$ cat src/rtl/reloc_pkg.sv
package reloc_pkg;
    localparam int unsigned PA_W = 24;

    typedef logic [PA_W-1:0] paddr_t;

    typedef enum logic [1:0] {
        CTL_READ  = 2'd0,
        CTL_WRITE = 2'd1,
        CTL_CHECK = 2'd2,
        CTL_RSVD  = 2'd3
    } ctl_op_e;

    typedef struct packed {
        logic   valid;
        logic   abort;
        paddr_t addr;
    } xlat_rsp_t;

    typedef struct packed {
        logic   valid;
        logic   priv;
        logic   ovf;
        paddr_t data;
    } ctl_rsp_t;

    typedef struct packed {
        xlat_rsp_t x;
        ctl_rsp_t  c;
    } rsp_state_t;

    typedef struct packed {
        paddr_t lo;
        paddr_t hi;
    } bound_state_t;
endpackage

$ cat src/rtl/reloc_bounds.sv
module reloc_bounds
    import reloc_pkg::*;
#(
    parameter paddr_t LO_RST = '0,
    parameter paddr_t HI_RST = '1
) (
    input  logic   clk,
    input  logic   rst_n,
    input  logic   wr_en,
    input  logic   wr_sel,
    input  paddr_t wr_data,
    output paddr_t lo_q,
    output paddr_t hi_q
);
    bound_state_t st_d, st_q;

    always_comb begin
        st_d = st_q;
        if (wr_en) begin
            if (wr_sel) st_d.hi = wr_data;
            else        st_d.lo = wr_data;
        end
    end

    always_ff @(posedge clk) begin
        if (!rst_n) begin
            st_q.lo <= LO_RST;
            st_q.hi <= HI_RST;
        end else begin
            st_q <= st_d;
        end
    end

    assign lo_q = st_q.lo;
    assign hi_q = st_q.hi;
endmodule

$ cat src/rtl/reloc_xlat.sv
module reloc_xlat
    import reloc_pkg::*;
(
    input  logic   en,
    input  paddr_t laddr,
    input  paddr_t lo,
    input  paddr_t hi,
    output paddr_t paddr,
    output logic   abort
);
    logic [PA_W:0] sum;

    always_comb begin
        sum = {1'b0, laddr} + {1'b0, lo};
        if (!en) begin
            paddr = laddr;
            abort = 1'b0;
        end else begin
            abort = sum[PA_W] | (sum[PA_W-1:0] > hi);
            paddr = abort ? '0 : sum[PA_W-1:0];
        end
    end
endmodule

$ cat src/rtl/reloc_window_chk.sv
module reloc_window_chk
    import reloc_pkg::*;
(
    input  paddr_t addr,
    input  paddr_t lo,
    input  paddr_t hi,
    output logic   outside
);
    assign outside = (addr < lo) | (addr > hi);
endmodule

$ cat src/rtl/addr_reloc_unit.sv
module addr_reloc_unit
    import reloc_pkg::*;
#(
    parameter int unsigned STATUS_W   = 16,
    parameter int unsigned MMU_EN_BIT = 13,
    parameter int unsigned SUPV_BIT   = 15,
    parameter paddr_t      LO_RST     = '0,
    parameter paddr_t      HI_RST     = '1
) (
    input  logic                clk,
    input  logic                rst_n,
    input  logic [STATUS_W-1:0] status_word,
    input  logic                xlat_req,
    input  logic [PA_W-1:0]     xlat_laddr,
    output logic                xlat_rsp_valid,
    output logic [PA_W-1:0]     xlat_paddr,
    output logic                xlat_abort,
    input  logic                ctl_req,
    input  logic [1:0]          ctl_op,
    input  logic                ctl_sel,
    input  logic [PA_W-1:0]     ctl_wdata,
    output logic                ctl_rsp_valid,
    output logic [PA_W-1:0]     ctl_rdata,
    output logic                ctl_priv_trap,
    output logic                ctl_ovf
);
    logic    supv, mm_en, wr_en, outside, x_abort;
    paddr_t  lo, hi, x_paddr;
    ctl_op_e op;
    logic    unused_status;

    rsp_state_t rsp_d, rsp_q;

    assign supv          = status_word[SUPV_BIT];
    assign mm_en         = status_word[MMU_EN_BIT];
    assign unused_status = ^status_word;
    assign op            = ctl_op_e'(ctl_op);
    assign wr_en         = ctl_req & supv & (op == CTL_WRITE);

    reloc_bounds #(.LO_RST(LO_RST), .HI_RST(HI_RST)) u_bounds (
        .clk    (clk),
        .rst_n  (rst_n),
        .wr_en  (wr_en),
        .wr_sel (ctl_sel),
        .wr_data(ctl_wdata),
        .lo_q   (lo),
        .hi_q   (hi)
    );

    reloc_xlat u_xlat (
        .en   (mm_en),
        .laddr(xlat_laddr),
        .lo   (lo),
        .hi   (hi),
        .paddr(x_paddr),
        .abort(x_abort)
    );

    reloc_window_chk u_win (
        .addr   (ctl_wdata),
        .lo     (lo),
        .hi     (hi),
        .outside(outside)
    );

    always_comb begin
        rsp_d = '0;
        if (xlat_req) begin
            rsp_d.x.valid = 1'b1;
            rsp_d.x.abort = x_abort;
            rsp_d.x.addr  = x_paddr;
        end
        if (ctl_req) begin
            rsp_d.c.valid = 1'b1;
            if (!supv) begin
                rsp_d.c.priv = 1'b1;
            end else begin
                unique case (op)
                    CTL_READ:  rsp_d.c.data = ctl_sel ? hi : lo;
                    CTL_CHECK: rsp_d.c.ovf  = outside;
                    default:   rsp_d.c.data = '0;
                endcase
            end
        end
    end

    always_ff @(posedge clk) begin
        if (!rst_n) rsp_q <= '0;
        else        rsp_q <= rsp_d;
    end

    assign xlat_rsp_valid = rsp_q.x.valid;
    assign xlat_abort     = rsp_q.x.abort;
    assign xlat_paddr     = rsp_q.x.addr;
    assign ctl_rsp_valid  = rsp_q.c.valid;
    assign ctl_priv_trap  = rsp_q.c.priv;
    assign ctl_ovf        = rsp_q.c.ovf;
    assign ctl_rdata      = rsp_q.c.data;
endmodule

$ cat config.mk
export PLATFORM = sky130hd
export DESIGN_NAME = addr_reloc_unit
export DESIGN_NICKNAME = d
export VERILOG_FILES = /design/src/rtl/reloc_pkg.sv /design/src/rtl/reloc_bounds.sv /design/src/rtl/reloc_xlat.sv /design/src/rtl/reloc_window_chk.sv /design/src/rtl/addr_reloc_unit.sv
export SDC_FILE = /design/constraint.sdc
export NUM_CORES = 1
export LEC_CHECK = 0
export ABC_AREA = 1
export BUFFER_PORTS_ARGS = -buffer_cell sky130_fd_sc_hd__buf_4
export CORE_MARGIN = 2
export CORE_UTILIZATION = 39
export CTS_BUF_LIST = sky130_fd_sc_hd__clkbuf_4
export CTS_CLUSTER_DIAMETER = 120
export DETAILED_ROUTE_END_ITERATION = 8
export PLACE_DENSITY = 0.56
export SYNTH_ARGS = -nofsm -noshare
export SYNTH_HDL_FRONTEND = slang
export SYNTH_SLANG_ARGS = --single-unit
$ cat constraint.sdc
create_clock -name clk -period 4.74 [get_ports clk]
set_input_delay 1.422 -clock clk [delete_from_list [all_inputs] [get_ports clk]]
set_output_delay 1.422 -clock clk [all_outputs]
set_load 0.02 [all_outputs]
==> run_results.csv <==
group,metric,value,unit
sta,worstMarginPinSlew,0.8715,ns
sta,setup_ws,0.5269,ns
critical_path,path_max_fanout,14,
finish,multi_input_area,4518,um2
sta,hold_ws,0.5176,ns
critical_path,crit_family,"simple AND/OR/NAND/NOR gates",
synthesis,syn_area,7315,um2
finish,syn_to_final_growth,16.68,%
die,die_w,141.0,um
global_route,grt_use_met2,0.3237,
synthesis,yosys_warnings,0,
sta,setup_violations,0,
critical_path,start_kind,"input pin",
routing,vias_per_cell,4.838,
global_route,overflow,0,
placement,io_buffer_count,109,
synthesis,synth-edff-count,0,
sta,tns,0,ns
sta,period_share,0.8888,
finish,drive_gt1_frac,0.1592,
sta,hold_viol_final,0,
placement,preCtsSetupSlack,0.01708,ns
synthesis,synth_area_per_cell,6.817,um2
die,ios,124,
sta,relSlewSlack,0.4184,
global_route,grt_util_met3,0.02174,
die,coreArea,18580,um2
pwr,pwr_density_cell,210.6,nW/um2
finish,fin_nets,1343,
routing,wl,19900,um
placement,placed_area,8393,um2
routing,drtAntennaViolNets,0,
synthesis,syn_nets,1240,
critical_path,cp_num_buf_inv,3,
clocking,numCtsBuffers,9,
clocking,cts.root.buffer_cell,"clkbuf_4",
critical_path,crit_top_cell,"nand2_1",
clocking,htreeDepth,3,
synthesis,syn_inst,1073,
clocking,clockBufferDepth,2,
min_path,worstHoldPathType,"reg2reg",
die,fp.dieArea,19870,um2
routing,first_pass_iters,5,
clocking,clk_latency,0.50,ns
critical_path,path_class,"in2reg",
pwr,finalPower,0.001797,W
sta,fin_skew,0.02178,ns
clocking,path_clk_slew,0.15,ns
critical_path,worstPathCellList,"buf_4 > ha_1 > fa_1 > nand2_1 > inv_2 > nand2_1 > nand2_2 > nand3b_1 > nand4_1 > and2_1 > ha_1 > nand2_1 > nor2_1 > nand2_1 > nor3_2 > nand2_1 > nand3_1 > nand2_1 > nand2_2 > nand2_2 > nand2_4 > buf_12 > nor2_4",
placement,gp_congestion,0.8686,
job,maxCapViolations,0,
clocking,cts_setup_buffers,0,
routing,drc,0,
clocking,cts_resized,0,
critical_path,cp-end-kind,"register",
sta,fmax,0.2374,GHz
sta,period_minus_slack,4.213,ns
pwr,p_leak,4.546,nW
synthesis,ys_ff_latch,101,
die,die_y,141.0,um
synthesis,synth.distinct_cells,33,
critical_path,crit_required,5.14,ns
global_route,grt_use_total,0.2051,
die,row_count,50,
critical_path,critPathMaxStageDelay,0.46,ns
placement,post-dp-hpwl,15770,um
clocking,tritoncts,"built",
global_route,antenna_found_initial,1,
finish,seqCellArea,2022,um2
routing,drt_iter0_markers,426,
finish,final_cell_area,8534,um2
sta,finalMaxSlewViolations,0,
pwr,vdd_drop_max,96.25,uV
clocking,hold_buffers,0,
status,status,"complete, no violations",
critical_path,critPathArrivalTime,4.61,ns
routing,avgRoutedWirePerCell,14.05,um
critical_path,crit_slowest_cell,"fa_1",
synthesis,yosysSeqAreaShare,0.2764,
global_route,grt_pass1_vias,6175,
global_route,grt_max_degree,52,
global_route,use_met1,0.2948,
global_route,grt_pass1_wl,31730,um
synthesis,async_flop_share,0,
synthesis,ys.flop_type,"dfxtp_1",
global_route,busiest_layer,"met2",
finish,nFillCells,1990,
die,initial_core_util,0.3937,
clocking,cts.sink_count,101,
routing,dr_total_vias,6851,
sta,rsz0062_at_grt,"no",
## layer usage
layer / vias up / share of wire
met5: - / 0
met3: 19 / 0.039
met4: 0 / 0.017
met1: 3060 / 0.51
met2: 139 / 0.44
li1: 3633 / -
## per-stage QoR
| stage | utilization | instances |
|---|---|---|
| after floorplan | - | 1073 |
| after global placement | 0.4517 | 1399 |
| after detailed placement | 0.4517 | 1399 |
| after CTS | 0.4592 | 1415 |
| after global routing | 0.4593 | 1416 |
| final | 0.4593 | 1416 |
## final timing paths
check,cells past startpoint,start,endpoint,slack [ns]
min reg2reg,2,u_bounds.hi_q[18],ctl_rdata[18],0.52
max,23,xlat_laddr[0],xlat_paddr[21],0.53
min,2,u_bounds.hi_q[18],ctl_rdata[18],0.52
max reg2reg,22,u_bounds.lo_q[0],xlat_paddr[21],1.19
## final cells by class
class,count,area share
clock inverter,5,0.006597
clock buffer,11,0.009676
sequential,101,0.2369
inverter,169,0.07433
multi-input combinational,775,0.5294
timing repair buffer,120,0.1085
antenna,1,0.0002932
tap,234,0.03431
## cell usage after synthesis (2+ instances only)
master | number | area, um2
or2_2 | 3 | 18.77
xor2_1 | 4 | 35.03
inv_1 | 160 | 600.6
dfxtp_1 | 101 | 2022
clkbuf_1 | 21 | 78.83
o21a_1 | 2 | 15.01
o21ai_0 | 35 | 175.2
a21o_1 | 3 | 22.52
inv_2 | 9 | 33.78
mux2i_1 | 4 | 40.04
buf_1 | 3 | 11.26
nand3_1 | 45 | 225.2
nand2_2 | 10 | 62.56
nand2_4 | 5 | 56.30
nor3_2 | 2 | 20.02
a21oi_1 | 92 | 460.4
buf_12 | 2 | 40.04
a21oi_4 | 2 | 32.53
nor2_4 | 21 | 236.5
nand4_1 | 11 | 68.82
nand3b_1 | 7 | 52.55
nor2_1 | 102 | 382.9
o211ai_1 | 26 | 195.2
buf_2 | 2 | 10.01
nor3_1 | 5 | 25.02
xnor2_1 | 2 | 17.52
nand2_1 | 279 | 1047
ha_1 | 95 | 1189
and2_1 | 16 | 100.1
## placed cells by master (no fill, tap or decap), drive strengths merged, types with 3 or more instances in the layout
| cell type | netlist | layout |
|---|---|---|
| nand2 | 294 | 294 |
| inv | 169 | 171 |
| nor2 | 124 | 124 |
| buf | 7 | 120 |
| dfxtp | 101 | 101 |
| ha | 95 | 95 |
| a21oi | 94 | 94 |
| nand3 | 45 | 45 |
| o21ai | 35 | 35 |
| o211ai | 26 | 26 |
| and2 | 16 | 16 |
| nand4 | 11 | 11 |
| clkbuf | 21 | 11 |
| nand3b | 7 | 7 |
| nor3 | 7 | 7 |
| xor2 | 4 | 4 |
| mux2i | 4 | 4 |
| or2 | 3 | 3 |
| a21o | 3 | 3 |
## report_power, final
group / leakage [nW] / total, W / switching, W / internal [W]
sequential: 0.821 / 0.000883 / 0.0000103 / 0.000873
combinational: 3.65 / 0.000419 / 0.000254 / 0.000165
clock: 0.0793 / 0.000495 / 0.000320 / 0.000175
total: 4.55 / 0.00180 / 0.000585 / 0.00121
## state kept, by name, summed over array words and instances, names as in the netlist
signal and count:
ctl_priv_trap 1, ctl_rsp_valid 1, xlat_paddr 24, ctl_rdata 24
u_bounds.lo_q 24, xlat_abort 1, xlat_rsp_valid 1, ctl_ovf 1
u_bounds.hi_q 24
## kinds of logic (layout without fill, tap and decap cells)
kind of cell,after synthesis,count (layout),synth area share
AO/OA/AOI/OAI,160,160,0.1232
XOR/XNOR,6,6,0.007184
buffers and inverters,197,305,0.1059
other,0,1,0
flip-flops,101,101,0.2764
adder cells (fa/ha/maj),96,96,0.1652
AND/OR/NAND/NOR,509,509,0.3166
multiplexers,4,4,0.005474
## worst register-to-register path, stage by stage, from the launching register on
cell and delay, ns:
dfxtp_1 0.39, ha_1 0.24, fa_1 0.46, nand2_1 0.11, inv_2 0.04, nand2_1 0.07, nand2_2 0.10, nand3b_1 0.17
nand4_1 0.13, and2_1 0.22, ha_1 0.28, nand2_1 0.05, nor2_1 0.12, nand2_1 0.11, nor3_2 0.18, nand2_1 0.08
nand3_1 0.07, nand2_1 0.12, nand2_2 0.10, nand2_2 0.07, nand2_4 0.10, buf_12 0.20, nor2_4 0.06
(Power assumes the default switching activity.)
